### config.mk
export PLATFORM = sky130hd
export DESIGN_NAME = rmw_byte_bridge
export DESIGN_NICKNAME = d
export VERILOG_FILES = /design/src/rtl/rmw_bridge_pkg.sv /design/src/rtl/rmw_mask_classify.sv /design/src/rtl/rmw_byte_merge.sv /design/src/rtl/rmw_seq_fsm.sv /design/src/rtl/rmw_byte_bridge.sv
export SDC_FILE = /design/constraint.sdc
export NUM_CORES = 1
export LEC_CHECK = 0
export CORE_ASPECT_RATIO = 0.9
export CORE_MARGIN = 1.5
export CORE_UTILIZATION = 46
export DETAILED_ROUTE_END_ITERATION = 8
export PLACE_DENSITY_LB_ADDON = 0.3
export SETUP_SLACK_MARGIN = 0.1
export SYNTH_ARGS = -nofsm -noshare
export SYNTH_HDL_FRONTEND = slang
export SYNTH_HIERARCHICAL = 1
export SYNTH_SLANG_ARGS = --single-unit
### constraint.sdc
create_clock -name clk -period 2.1 [get_ports clk]
set_input_delay 0.42 -clock clk [delete_from_list [all_inputs] [get_ports clk]]
set_output_delay 0.42 -clock clk [all_outputs]
set_load 0.05 [all_outputs]
### src/rtl/rmw_bridge_pkg.sv
`timescale 1ns/1ps
// Shared types of the byte-enable emulating bridge.
// Assumes: state and mask-class encodings are used only inside the bridge.
package rmw_bridge_pkg;

    typedef enum logic [1:0] {
        ST_IDLE  = 2'd0,
        ST_READ  = 2'd1,
        ST_WRITE = 2'd2,
        ST_DONE  = 2'd3
    } rmw_state_e;

    typedef enum logic [1:0] {
        MASK_NONE = 2'd0,
        MASK_PART = 2'd1,
        MASK_FULL = 2'd2
    } mask_kind_e;

endpackage

### src/rtl/rmw_mask_classify.sv
`timescale 1ns/1ps
// Classifies a lane-enable mask as empty, partial or full.
// Assumes: LANES >= 1; purely combinational.
module rmw_mask_classify
    import rmw_bridge_pkg::*;
#(
    parameter int LANES = 4
) (
    input  logic [LANES-1:0] lanes,
    output mask_kind_e       kind
);

    // Reduce the mask to one of three classes.
    always_comb begin
        if (&lanes)      kind = MASK_FULL;
        else if (|lanes) kind = MASK_PART;
        else             kind = MASK_NONE;
    end

endmodule

### src/rtl/rmw_byte_merge.sv
`timescale 1ns/1ps
// Per-lane merge: enabled lanes take the new data, other lanes keep the old word.
// Assumes: DATA_W is a multiple of 8; purely combinational.
module rmw_byte_merge #(
    parameter int DATA_W = 32,
    parameter int LANES  = DATA_W / 8
) (
    input  logic [DATA_W-1:0] old_word,
    input  logic [DATA_W-1:0] new_word,
    input  logic [LANES-1:0]  lanes,
    output logic [DATA_W-1:0] merged
);

    for (genvar g = 0; g < LANES; g++) begin : g_lane
        // Select the source of one byte lane.
        assign merged[8*g +: 8] = lanes[g] ? new_word[8*g +: 8] : old_word[8*g +: 8];
    end

endmodule

### src/rtl/rmw_seq_fsm.sv
`timescale 1ns/1ps
// Sequencer for partial writes: captures the request, then reads the aligned
// word, captures the merged word and writes it back before completing.
// Assumes: master holds its request while waited; slave read data is valid
// in the cycle its read is accepted.
module rmw_seq_fsm
    import rmw_bridge_pkg::*;
#(
    parameter int ADDR_W = 16,
    parameter int DATA_W = 32,
    parameter int LANES  = DATA_W / 8
) (
    input  logic              clk,
    input  logic              rst_n,
    input  logic              start,
    input  logic [ADDR_W-1:0] req_addr_al,
    input  logic [LANES-1:0]  req_lanes,
    input  logic [DATA_W-1:0] req_wdata,
    input  logic              slv_wait,
    input  logic [DATA_W-1:0] merged_in,
    output rmw_state_e        state,
    output logic [ADDR_W-1:0] hold_addr,
    output logic [LANES-1:0]  hold_lanes,
    output logic [DATA_W-1:0] hold_wdata,
    output logic [DATA_W-1:0] merged_q
);

    rmw_state_e state_q;

    // Advance the sequence and capture request and merged data.
    always_ff @(posedge clk) begin
        if (!rst_n) begin
            state_q    <= ST_IDLE;
            hold_addr  <= '0;
            hold_lanes <= '0;
            hold_wdata <= '0;
            merged_q   <= '0;
        end else begin
            unique case (state_q)
                ST_IDLE: if (start) begin
                    state_q    <= ST_READ;
                    hold_addr  <= req_addr_al;
                    hold_lanes <= req_lanes;
                    hold_wdata <= req_wdata;
                end
                ST_READ: if (!slv_wait) begin
                    state_q  <= ST_WRITE;
                    merged_q <= merged_in;
                end
                ST_WRITE: if (!slv_wait) state_q <= ST_DONE;
                ST_DONE:  state_q <= ST_IDLE;
                default:  state_q <= ST_IDLE;
            endcase
        end
    end

    assign state = state_q;

    // captured address is frozen while a sequence runs
    assert_hold_frozen_R8: assert property (@(posedge clk) disable iff (!rst_n)
        (state_q != ST_IDLE && $past(state_q) != ST_IDLE) |-> $stable(hold_addr));

    // the write phase is only ever entered from an accepted read
    assert_write_after_read_R4: assert property (@(posedge clk) disable iff (!rst_n)
        (state_q == ST_WRITE && $past(state_q) != ST_WRITE) |-> ($past(state_q) == ST_READ && !$past(slv_wait)));

endmodule

### src/rtl/rmw_byte_bridge.sv
`timescale 1ns/1ps
// Bridge that emulates byte-lane enables on a whole-word slave. Reads and
// full-mask writes pass through combinationally; partial writes become an
// aligned read followed by a merged write-back; empty-mask writes finish
// without a slave access.
// Assumes: zero-latency slave reads; master holds request while waited;
// a simultaneous read and write request is treated as a read.
module rmw_byte_bridge
    import rmw_bridge_pkg::*;
#(
    parameter int ADDR_W = 16,
    parameter int DATA_W = 32
) (
    input  logic                  clk,
    input  logic                  rst_n,
    input  logic [ADDR_W-1:0]     mst_addr,
    input  logic                  mst_read,
    input  logic                  mst_write,
    input  logic [DATA_W/8-1:0]   mst_lanes,
    input  logic [DATA_W-1:0]     mst_wdata,
    output logic [DATA_W-1:0]     mst_rdata,
    output logic                  mst_wait,
    output logic [ADDR_W-1:0]     slv_addr,
    output logic                  slv_read,
    output logic                  slv_write,
    output logic [DATA_W-1:0]     slv_wdata,
    input  logic [DATA_W-1:0]     slv_rdata,
    input  logic                  slv_wait
);

    localparam int LANES = DATA_W / 8;
    localparam logic [ADDR_W-1:0] OFF_MASK = ADDR_W'(LANES - 1);

    logic [ADDR_W-1:0] addr_al;
    mask_kind_e        kind;
    rmw_state_e        state;
    logic [ADDR_W-1:0] hold_addr;
    logic [LANES-1:0]  hold_lanes;
    logic [DATA_W-1:0] hold_wdata;
    logic [DATA_W-1:0] merged;
    logic [DATA_W-1:0] merged_q;
    logic              start;

    assign addr_al = mst_addr & ~OFF_MASK;
    assign start   = mst_write && !mst_read && (kind == MASK_PART);

    rmw_mask_classify #(.LANES(LANES)) i_classify (
        .lanes (mst_lanes),
        .kind  (kind)
    );

    rmw_byte_merge #(.DATA_W(DATA_W), .LANES(LANES)) i_merge (
        .old_word (slv_rdata),
        .new_word (hold_wdata),
        .lanes    (hold_lanes),
        .merged   (merged)
    );

    rmw_seq_fsm #(.ADDR_W(ADDR_W), .DATA_W(DATA_W), .LANES(LANES)) i_fsm (
        .clk         (clk),
        .rst_n       (rst_n),
        .start       (start),
        .req_addr_al (addr_al),
        .req_lanes   (mst_lanes),
        .req_wdata   (mst_wdata),
        .slv_wait    (slv_wait),
        .merged_in   (merged),
        .state       (state),
        .hold_addr   (hold_addr),
        .hold_lanes  (hold_lanes),
        .hold_wdata  (hold_wdata),
        .merged_q    (merged_q)
    );

    // Drive slave strobes and master wait from the sequence state.
    always_comb begin
        slv_read  = 1'b0;
        slv_write = 1'b0;
        slv_addr  = addr_al;
        slv_wdata = mst_wdata;
        mst_rdata = slv_rdata;
        mst_wait  = 1'b0;
        if (!rst_n) begin
            mst_wait = 1'b1;
        end else begin
            unique case (state)
                ST_IDLE: begin
                    if (mst_read) begin
                        slv_read = 1'b1;
                        mst_wait = slv_wait;
                    end else if (mst_write) begin
                        unique case (kind)
                            MASK_FULL: begin
                                slv_write = 1'b1;
                                mst_wait  = slv_wait;
                            end
                            MASK_PART: mst_wait = 1'b1;
                            default:   mst_wait = 1'b0;
                        endcase
                    end
                end
                ST_READ: begin
                    slv_read = 1'b1;
                    slv_addr = hold_addr;
                    mst_wait = 1'b1;
                end
                ST_WRITE: begin
                    slv_write = 1'b1;
                    slv_addr  = hold_addr;
                    slv_wdata = merged_q;
                    mst_wait  = 1'b1;
                end
                default: begin
                    slv_addr = hold_addr;
                    mst_wait = 1'b0;
                end
            endcase
        end
    end

    // never a read and a write strobe together
    assert_rd_wr_excl_R8: assert property (@(posedge clk) disable iff (!rst_n)
        !(slv_read && slv_write));

    // every slave access uses an aligned address
    assert_aligned_R3: assert property (@(posedge clk) disable iff (!rst_n)
        (slv_read || slv_write) |-> ((slv_addr & OFF_MASK) == '0));

    // master held off throughout the read and write-back phases
    assert_wait_hold_R5: assert property (@(posedge clk) disable iff (!rst_n)
        (state == ST_READ || state == ST_WRITE) |-> mst_wait);

    // empty-mask write is quiet and immediate
    assert_empty_quiet_R6: assert property (@(posedge clk) disable iff (!rst_n)
        (state == ST_IDLE && mst_write && !mst_read && mst_lanes == '0)
            |-> (!slv_read && !slv_write && !mst_wait));

    // a stalled read strobe is held with a stable address
    assert_stall_hold_R7: assert property (@(posedge clk) disable iff (!rst_n)
        (slv_read && slv_wait) |=> (slv_read && $stable(slv_addr)));

    // reset silences the slave and holds off the master
    assert_reset_quiet_R9: assert property (@(posedge clk)
        !rst_n |-> (!slv_read && !slv_write && mst_wait));

endmodule

* Word-level counts from Yosys, hierarchy flattened
Cells that the tools add are included.
** Word-level totals
- Output and inout port bits :: 83
- Logic and storage cells :: 51
- Bits in registers :: 84
** Cells by class
- Eq/ne operators :: 8
- Reduce and logical (&&, ||, !) cells :: 10
- Mux-type cells :: 27
- Bitwise operators :: 1
** Operators by type and width (count)
- $mux W32 :: 2
- $mux W16 :: 2
- $mux W8 :: 4
- $mux W1 :: 10
- $mux W2 :: 4
- $pmux W1 S2 :: 4
- $pmux W2 S4 :: 1
- $eq A2 B2 Y1 const B :: 3
- $eq A2 B1 Y1 const B :: 2
- $ne A2 B2 Y1 const B :: 2
- $reduce_and A2 Y1 :: 2
- $reduce_and A4 Y1 :: 1
- $reduce_or A4 Y1 :: 1
- $reduce_and A3 Y1 :: 1
- $logic_and A1 B1 Y1 :: 2
- $logic_not A2 Y1 :: 1
- $ne A2 B1 Y1 const B :: 1
- $reduce_or A2 Y1 :: 1
- $logic_not A1 Y1 :: 1
- $not A1 Y1 :: 1

* Logic depth before layout (Yosys ltp)
Gate-level depths: netlist of run 1.
- Depth in word-level cells :: 9
- Depth in mapped cells :: 9
- Mapped depth without buffers :: 7

* Cells and area by module
The synthesis of run 1 kept the hierarchy.
** Modules (own cells, without submodules)
- rmw_seq_fsm :: instances 1, cells an instance 384, seq. area each 1721.7 um^2, area an instance 3320.7 um^2
- rmw_byte_bridge :: instances 1, cells an instance 112, seq. area each 0.0 um^2, area an instance 996.0 um^2
- rmw_byte_merge :: instances 1, cells an instance 36, seq. area each 0.0 um^2, area an instance 525.5 um^2
- rmw_mask_classify :: instances 1, cells an instance 3, seq. area each 0.0 um^2, area an instance 27.5 um^2

* Worst setup path before layout of run 1
No wires, ideal clock.
- Kind :: input to output
- Start point :: input port mst_lanes[2]
- End point :: output port mst_wait
- Path slack :: -422 ps
- Data arrival time :: 2102 ps
- Stages on the path :: 6
- Path through :: and4_4 -> nor2_1 -> inv_1 -> ha_1 -> nor3_1 -> a2bb2oi_1
** On the way
- Cells in the longest elaborated chain, start to end :: 9
- Elaborated cells between the ends (all ways) :: 11
- Classes of those cells :: eq/ne: 2; mux: 7; reduce/logical: 2
** Ends and longest elaborated chain
- from (decl) :: RTL line rmw_byte_bridge.sv:19 : input logic [DATA_W/8-1:0] mst_lanes,
- $reduce_or A4 Y1 :: RTL line rmw_mask_classify.sv:16 : else if (|lanes) kind = MASK_PART;
- $mux W1 :: RTL line rmw_mask_classify.sv:16
- $mux W2 * :: RTL line rmw_mask_classify.sv:15 : if (&lanes) kind = MASK_FULL;
- net kind[0] :: RTL line rmw_byte_bridge.sv:35 : mask_kind_e kind;
- $eq A2 B1 Y1 / $eq A2 B2 Y1 (equally long branches) :: RTL line rmw_byte_bridge.sv:92 : unique case (kind)
- $pmux W1 S2 * :: RTL line rmw_byte_bridge.sv:92
- $mux W1 * :: RTL line rmw_byte_bridge.sv:91 : end else if (mst_write) begin
- $mux W1 * :: RTL line rmw_byte_bridge.sv:88 : if (mst_read) begin
- $pmux W1 S2 * :: RTL line rmw_byte_bridge.sv:86 : unique case (state)
- $mux W1 * :: RTL line rmw_byte_bridge.sv:83 : if (!rst_n) begin
- to (decl) :: RTL line rmw_byte_bridge.sv:22 : output logic mst_wait,
The timed path passes the listed nets; every way through them passes the cells marked *.

* Worst setup path after layout of run 1
- Start point :: register i_fsm.state_q[1] (netlist: i_fsm/state[1])
- End point :: output port slv_addr[14]
** On the way
- Cells in the longest elaborated chain, start to end :: 3
** Ends and longest elaborated chain
- from (decl) :: RTL line rmw_seq_fsm.sv:28 : rmw_state_e state_q;
- from (signal assigned) :: RTL line rmw_seq_fsm.sv:33 : state_q <= ST_IDLE;
- from (signal assigned) :: RTL line rmw_seq_fsm.sv:41 : state_q <= ST_READ;
- from (signal assigned) :: RTL line rmw_seq_fsm.sv:47 : state_q <= ST_WRITE;
- $logic_not A2 Y1 :: RTL line rmw_byte_bridge.sv:86
- $mux W16 :: RTL line rmw_byte_bridge.sv:86
- $mux W16 :: RTL line rmw_byte_bridge.sv:83
- to (decl) :: RTL line rmw_byte_bridge.sv:23 : output logic [ADDR_W-1:0] slv_addr,
No other way between the ends.

==> results of run 1 <==
## tightest hold or removal path: stages
cell and delay, ns:
sky130_fd_sc_hd__buf_2 0.13, sky130_fd_sc_hd__nand2_1 0.08, sky130_fd_sc_hd__a21boi_1 0.06
## cell type report
type / count / area, sq um / share of cell area, %
clock inverters: 5 / 106 / 1.32
repair buffers: 208 / 2870 / 35.7
clock buffers: 11 / 243 / 3.01
flip-flops and latches: 86 / 1730 / 21.4
inverters: 10 / 42.5 / 0.528
well taps: 129 / 161 / 2.00
multi-input cells: 372 / 2910 / 36.1
## path summary, 6_finish.rpt
check,slack (ns),start,depth (start not counted),endpoint
hold reg to reg,0.46,i_fsm/merged_q[14],2,i_fsm/merged_q[14]
hold / removal,0.39,mst_lanes[3],3,i_fsm/hold_lanes[3]
setup reg to reg,0.50,i_fsm/state[0],7,i_fsm/hold_wdata[30]
setup / recovery,-0.07,i_fsm/state[1],6,slv_addr[14]
## cell usage after synthesis
library cell and number:
sky130_fd_sc_hd__nand2_1 173, sky130_fd_sc_hd__dfxtp_1 86, sky130_fd_sc_hd__a21boi_1 76, sky130_fd_sc_hd__mux2_2 46
sky130_fd_sc_hd__buf_4 41, sky130_fd_sc_hd__mux2_4 32, sky130_fd_sc_hd__buf_6 14, sky130_fd_sc_hd__ha_1 10
sky130_fd_sc_hd__inv_1 10, sky130_fd_sc_hd__buf_2 7, sky130_fd_sc_hd__clkbuf_1 6, sky130_fd_sc_hd__a21boi_0 4
sky130_fd_sc_hd__a21boi_2 4, sky130_fd_sc_hd__nor2_1 4, sky130_fd_sc_hd__o21ai_0 3, sky130_fd_sc_hd__a21oi_1 2
sky130_fd_sc_hd__mux2i_1 2, sky130_fd_sc_hd__nand2b_1 2, sky130_fd_sc_hd__nand3b_1 2, sky130_fd_sc_hd__nor2b_1 2
sky130_fd_sc_hd__a2bb2oi_1 1, sky130_fd_sc_hd__and2_1 1, sky130_fd_sc_hd__and3b_1 1, sky130_fd_sc_hd__and4_4 1
sky130_fd_sc_hd__conb_1 1, sky130_fd_sc_hd__nand3_1 1, sky130_fd_sc_hd__nor3_1 1, sky130_fd_sc_hd__nor4_2 1
sky130_fd_sc_hd__o21a_1 1
## cell families (layout without fill, tap and decap cells)
family	after synthesis	after routing	synth area share (%)
and+or+nand+nor	189	189	15.5
AOI/OAI and AO/OA	91	91	14.1
DFF	86	86	35.4
muxes	80	80	20.9
buffers and inverters	78	234	11.5
adders and majority gates	10	10	2.57
other	1	2	0.0770
## sequential cells by signal, indices dropped and copies added (netlist names)
signal and count:
i_fsm/state 2, i_fsm/merged_q 32, i_fsm/hold_addr 16, i_fsm/hold_wdata 32, i_fsm/hold_lanes 4
## metal layers
layer,vias to the layer above,routed length [microns],track usage [%]
met1,2053,5950,29.6
met3,20,718,5.11
met4,0,174,7.21
li1,2035,-,-
met5,-,0,0
met2,139,7440,45.5
## power by group through the flow
| stage | Combinational [mW] | Clock, mW | Sequential, mW |
|---|---|---|---|
| 3_3_place_gp | 2.76 | 0 | 1.98 |
| 6_report | 3.42 | 1.86 | 1.99 |
| 3_5_place_dp | 2.81 | 0 | 1.99 |
| 5_1_grt | 3.59 | 1.94 | 2.01 |
| 2_1_floorplan | 1.80 | 0 | 1.94 |
| 4_1_cts | 3.30 | 1.88 | 1.97 |
## timing repair
item,in CTS,in global routing
cloned,5,0
pin swaps,9,4
resized for setup,138,28
setup endpoints to repair,103,51
buffers inserted,7,5
==> Implementation_results.wiki, run 1 <==
{| class="wikitable"
! Metric !! Value
|-
| Total number of H-tree levels || 3
|-
| Unrepaired setup endpoints after global routing || true
|-
| Final TNS setup || -2.14 ns
|-
| Maximum clock skew at final layout || 0.00843 ns
|-
| Final HPWL from detailed placement || 8680 microns
|-
| Max FO, Critical Path || 8
|-
| Comb pwr share || 47.1%
|-
| Gp weighted congestion || 0.825
|-
| Cell area after layout || 8060 sq um
|-
| Number of global-route vias before repair || 4433
|-
| Clk Tree Root Cell || sky130_fd_sc_hd__clkbuf_16
|-
| Reported max-cap violation count || 0
|-
| Synth Warn # || 6
|-
| Leakage power of the design || 3.42 nW
|-
| Family with the most delay on the worst path || flip-flops
|-
| Number of antenna violations at the first check in global routing || 0
|-
| Slew Viols, Final || 0
|-
| Synthesis-to-layout area growth || 65.5%
|-
| Insertion delay of the later-clocked pin in the worst-skew pair || 0.34 ns
|-
| DRC violations left || 0
|-
| Num CTS Buffers || 9
|-
| Num Clock Sinks || 86
|-
| Maximum operating frequency || 461 MHz
|-
| Worst setup slack after layout || -0.0695 ns
|-
| Number of DRC markers in iteration 0 || 166
|-
| Dominant cells by area after synthesis || sky130_fd_sc_hd__dfxtp_1, sky130_fd_sc_hd__nand2_1, sky130_fd_sc_hd__a21boi_1
|-
| Setup slack after placement || -0.573 ns
|-
| Final std cells w/o fill || 821
|-
| Class of the tightest hold or removal check || input port to flop
|-
| Share of synthesized area occupied by flip-flops and latches || 35.4%
|-
| Number of cell rows || 35
|-
| Largest net degree at the start of global routing || 89
|-
| Commonest non-fill, non-tap cell in the layout || sky130_fd_sc_hd__nand2_1
|-
| Dpl cell area || 6950 sq um
|-
| Final period utilization || 103%
|-
| Worst supply voltage drop on vdd || 0.544 mV
|-
| Routed wire length || 14300 microns
|-
| Combined area of all synthesized cells || 4870 sq um
|-
| Horiz. Die Dim || 111 microns
|-
| Routed wire length per instance || 17.4 microns
|-
| PnR Total Power || 7.26 mW
|-
| Clk network pwr share || 25.6%
|-
| GRT Resource Usage Total || 24.9%
|-
| Failing checks || negative setup slack
|-
| Cell internal pwr || 4.76 mW
|-
| Start-to-end type of the worst setup path || flop to output port
|-
| Detailed-route via count || 4247
|-
| Hold buffers post-CTS || 0
|-
| Total Die Area || 11200 sq um
|-
| Startpoint kind of the worst setup timing path || flop
|-
| Time the worst path needs with I/O delays and setup || 2.17 ns
|-
| Nature of the critical path endpoint || output port
|-
| First-pass GRT wire length || 22400 microns
|-
| Slew at the pin closest to its max-slew limit || 0.624 ns
|-
| Count of fill cells added during filler insertion || 630
|-
| Clk buf depth || 2
|-
| Number of nets at the end of the flow || 786
|-
| TritonCTS clock tree || built
|-
| Final design utilization || 78.3%
|-
| Syn Inst Count || 535
|-
| Standard cell core area || 10300 sq um
|-
| Buffers added on ports || 169
|-
| Proportion of layout cells with a drive suffix above 1 || 35.7%
|-
| Slowest cell delay on critical path || 0.39 ns
|-
| Fin Hold WS || 0.393 ns
|-
| Number of buffers and inverters on the critical path || 3
|-
| Proportion of total power due to net switching || 34.4%
|-
| Die height || 101 microns
|-
| Mean post-synth cell area || 9.10 sq um
|-
| Commonest cells after routing, fill and taps aside || sky130_fd_sc_hd__nand2_1, sky130_fd_sc_hd__dfxtp_1, sky130_fd_sc_hd__clkdlybuf4s50_1
|-
| Net switching component of the power || 2.50 mW
|-
| Num ports || 172
|-
| Run status || finished with violations
|-
| Count of cell types in the netlist || 29
|-
| Signal arrival time at the worst endpoint || 1.75 ns
|-
| Initial standard-cell utilization of the core || 47.3%
|-
| Power density normalized to cell area || 901 nW/um^2
|-
| Clock transition at the registers of the reported paths || 0.06 ns
|-
| Relative slew margins || 58.3%
|-
| Congestion Overflow GR || 0
|-
| Via-per-instance ratio || 5.17
|-
| Ordered cell list for the critical path || inv_4 -> ha_4 -> nand2b_4 -> buf_16 -> mux2_4 -> buf_12
|-
| Final-report hold violation count || 0
|-
| Top cell type's share of synthesized area || 35.4%
|-
| Flops & latches, synth || 86
|-
| Antenna fix cells || 0
|-
| Required time at the endpoint of the critical path || 1.68 ns
|-
| Sequential share of power || 27.3%
|-
| Final setup violation count || 42
|-
| Number of nets still failing antenna checks after routing || 0
|-
| CP max-delay cell || sky130_fd_sc_hd__dfxtp_4
|-
| Cell taking the most area after synthesis || sky130_fd_sc_hd__dfxtp_1
|-
| Number of cells after detailed placement || 790
|-
| DRT Pass-1 Iters || 4
|}
Note: power is estimated with default switching activity, not from simulation.
==> inputs of run 2 (changes only) <==
CORE_MARGIN = 5   (was 1.5)
==> Implementation_results.wiki, run 2 (same netlist as run 1, synthesis figures left out) <==
{| class="wikitable"
! Metric !! Value
|-
| Run status || finished with violations
|-
| Failing checks || negative setup slack
|-
| Unrepaired setup endpoints after global routing || true
|-
| Highest-utilization routing layer at the global route stage || met2
|-
| Via-per-instance ratio || 5.09 (-1.6%)
|-
| Slew Viols, Final || 0 (unchanged)
|-
| Commonest non-fill, non-tap cell in the layout || sky130_fd_sc_hd__nand2_1
|-
| Final setup violation count || 15 (-64%)
|-
| Detailed-route via count || 4140 (-2.5%)
|-
| Setup slack after placement || -0.549 ns (+0.0245 ns)
|-
| Leakage power of the design || 3.34 nW (-2.3%)
|-
| Total number of H-tree levels || 3 (unchanged)
|-
| Clk Tree Root Cell || sky130_fd_sc_hd__clkbuf_16
|-
| R2R setup slack || 0.45 ns (-0.05 ns)
|-
| Signal arrival time at the worst endpoint || 1.76 ns (about the same)
|-
| Largest net degree at the start of global routing || 47 (-47%)
|-
| Gp weighted congestion || 0.874 (+6.0%)
|-
| Horiz. Die Dim || 118 microns (+6.3%)
|-
| Required time at the endpoint of the critical path || 1.68 ns (about the same)
|-
| Number of nets at the end of the flow || 779 (-0.89%)
|-
| Congestion Overflow GR || 0 (unchanged)
|-
| Cell internal pwr || 4.43 mW (-6.9%)
|-
| Relative slew margins || 61.0% (+2.7 points)
|-
| Final-report hold violation count || 0 (unchanged)
|-
| Final HPWL from detailed placement || 9370 microns (+8.0%)
|-
| Maximum clock skew at final layout || 0.00563 ns (-0.00280 ns)
|-
| Worst supply voltage drop on vdd || 0.688 mV (+26%)
|-
| RR Endpoint || i_fsm/hold_wdata[20]
|-
| Final design utilization || 76.5% (-1.8 points)
|-
| Start point of the critical path || mst_lanes[3]
|-
| M3 GR Usage || 5.20% (+0.091 points)
|-
| Global routing usage on met1 || 27.5% (-2.2 points)
|-
| Synthesis-to-layout area growth || 61.7%
|-
| Number of cells after detailed placement || 790 (unchanged)
|-
| Die height || 108 microns (+7.0%)
|-
| GRT Resource Usage Total || 21.7% (-3.2 points)
|-
| Clock transition at the registers of the reported paths || 0.06 ns (about the same)
|-
| Number of antenna violations at the first check in global routing || 0 (unchanged)
|-
| Total Die Area || 12700 sq um (+14%)
|-
| Sequential share of power || 28.9% (+1.6 points)
|-
| Commonest cells after routing, fill and taps aside || sky130_fd_sc_hd__nand2_1, sky130_fd_sc_hd__dfxtp_1, sky130_fd_sc_hd__clkdlybuf4s50_1
|-
| Worst setup slack after layout || -0.0773 ns (-0.00783 ns)
|-
| End of the critical path || mst_wait
|-
| Antenna fix cells || 0 (unchanged)
|-
| Routed wire length || 14100 microns (-1.2%)
|-
| PnR Total Power || 6.85 mW (-5.6%)
|-
| Startpoint kind of the worst setup timing path || input port
|-
| Buffers added on ports || 169 (unchanged)
|-
| Insertion delay of the later-clocked pin in the worst-skew pair || 0.32 ns (-0.02 ns)
|-
| Number of global-route vias before repair || 4427 (-0.14%)
|-
| Num ports || 172 (unchanged)
|-
| Proportion of total power due to net switching || 35.3% (+0.87 points)
|-
| Registers with the highest flip-flop counts || i_fsm/hold_wdata: 32 flops, i_fsm/merged_q: 32 flops, i_fsm/hold_addr: 16 flops
|-
| Class of the tightest hold or removal check || input port to flop
|-
| Initial standard-cell utilization of the core || 47.3% (unchanged)
|-
| Met2 track demand over resource in global routing || 38.0% (-7.5 points)
|-
| R2r worst-path depth || 8 (+1)
|-
| Nature of the critical path endpoint || output port
|-
| Num Clock Sinks || 86 (unchanged)
|-
| Slew at the pin closest to its max-slew limit || 0.584 ns (-0.0405 ns)
|-
| Num CTS Buffers || 9 (unchanged)
|-
| Flip-flop and latch area || 1730 sq um (unchanged)
|-
| Routed wire length per instance || 17.3 microns (-0.25%)
|-
| Number of cell rows || 35 (unchanged)
|-
| Max FO, Critical Path || 3 (-5)
|-
| Net switching component of the power || 2.42 mW (-3.2%)
|-
| Comb pwr share || 48.5% (+1.4 points)
|-
| Final TNS setup || -0.784 ns (+1.36 ns)
|-
| Clk network pwr share || 22.6% (-3.0 points)
|-
| Standard cell core area || 10300 sq um (unchanged)
|-
| DRC violations left || 0 (unchanged)
|-
| Time the worst path needs with I/O delays and setup || 2.18 ns (+0.00783 ns)
|-
| Number of nets still failing antenna checks after routing || 0 (unchanged)
|-
| Reported max-cap violation count || 0 (unchanged)
|-
| TritonCTS clock tree || built
|-
| Proportion of layout cells with a drive suffix above 1 || 34.8% (-0.90 points)
|-
| Final std cells w/o fill || 813 (-0.97%)
|-
| First-pass GRT wire length || 22900 microns (+2.4%)
|-
| Clk buf depth || 2 (unchanged)
|-
| Start-to-end type of the worst setup path || input port to output port
|-
| Multi-input gate area || 2890 sq um (-0.56%)
|-
| DRT Pass-1 Iters || 4 (unchanged)
|-
| Maximum operating frequency || 459 MHz (-0.36%)
|-
| Number of DRC markers in iteration 0 || 173 (+4.2%)
|-
| Reg-to-Reg Start || i_fsm/state[0]
|-
| Power density normalized to cell area || 871 nW/um^2 (-3.4%)
|-
| Count of fill cells added during filler insertion || 661 (+4.9%)
|-
| Final period utilization || 104% (+0.37 points)
|}
## run 2: worst min-delay path by stage
stage	from	endpoint	cells past startpoint
6_report	mst_lanes[3]	i_fsm/hold_lanes[3]	3
5_1_grt	mst_lanes[3]	i_fsm/hold_lanes[3]	3
4_1_cts	i_fsm/merged_q[4]	i_fsm/merged_q[4]	2
3_5_place_dp	i_fsm/merged_q[4]	i_fsm/merged_q[4]	2
3_3_place_gp	i_fsm/hold_addr[13]	i_fsm/hold_addr[13]	2
2_1_floorplan	i_fsm/hold_addr[10]	i_fsm/hold_addr[10]	2
## run 2: power groups by stage
stage | Sequential (mW) | Clock (mW) | Combinational, mW
5_1_grt | 2.00 | 1.64 | 3.49
2_1_floorplan | 1.94 | 0 | 1.80
3_5_place_dp | 2.00 | 0 | 2.80
6_report | 1.98 | 1.55 | 3.32
4_1_cts | 1.98 | 1.58 | 3.33
3_3_place_gp | 1.98 | 0 | 2.75
## run 2: repair_timing
| item | CTS | global route |
|---|---|---|
| cloned | 4 | 0 |
| resized for setup | 154 | 15 |
| hold buffers | 0 | 0 |
| buffers inserted | 5 | 1 |
| setup endpoints to repair | 102 | 52 |
| pin swaps | 8 | 8 |
## run 2: cell type report
type,instances,share of cell area (%)
sequential,86,21.9
inverter,10,0.509
multi-input combinational,372,36.7
clock buffer,11,3.08
clock inverter,4,0.604
timing repair buffer,201,35.1
tap,129,2.05
## run 2: per-layer routing
| metal | up-vias | wire length [microns] | share of wire, % |
|---|---|---|---|
| li1 | 2013 | - | - |
| met1 | 1998 | 6020 | 43 |
| met2 | 118 | 7210 | 51 |
| met3 | 11 | 767 | 5.4 |
| met4 | 0 | 100 | 0.71 |
| met5 | - | 0 | 0 |
## run 2: stage by stage
| step | area, sq um | hold WS, ns |
|---|---|---|
| floorplan | 4890 | 0.433 |
| global placement | 6920 | 0.438 |
| detailed placement | 6920 | 0.443 |
| CTS | 7880 | 0.454 |
| global route | 7870 | 0.450 |
| finish | 7870 | 0.407 |
## run 2: critical path, stage by stage
cell                        delay, ns
sky130_fd_sc_hd__buf_2           0.12
sky130_fd_sc_hd__and4_4          0.24
sky130_fd_sc_hd__buf_4           0.13
sky130_fd_sc_hd__inv_1           0.04
sky130_fd_sc_hd__ha_1            0.20
sky130_fd_sc_hd__a21oi_2         0.12
sky130_fd_sc_hd__nor3_2          0.04
sky130_fd_sc_hd__buf_4           0.13
sky130_fd_sc_hd__a2bb2oi_4       0.16
sky130_fd_sc_hd__buf_12          0.15
==> inputs of run 3 (changes only) <==
GPL_ROUTABILITY_DRIVEN = 0   (was not set)
==> results of run 3 <==
Same layout as run 2: the final DEF is identical, and so are final timing and power.
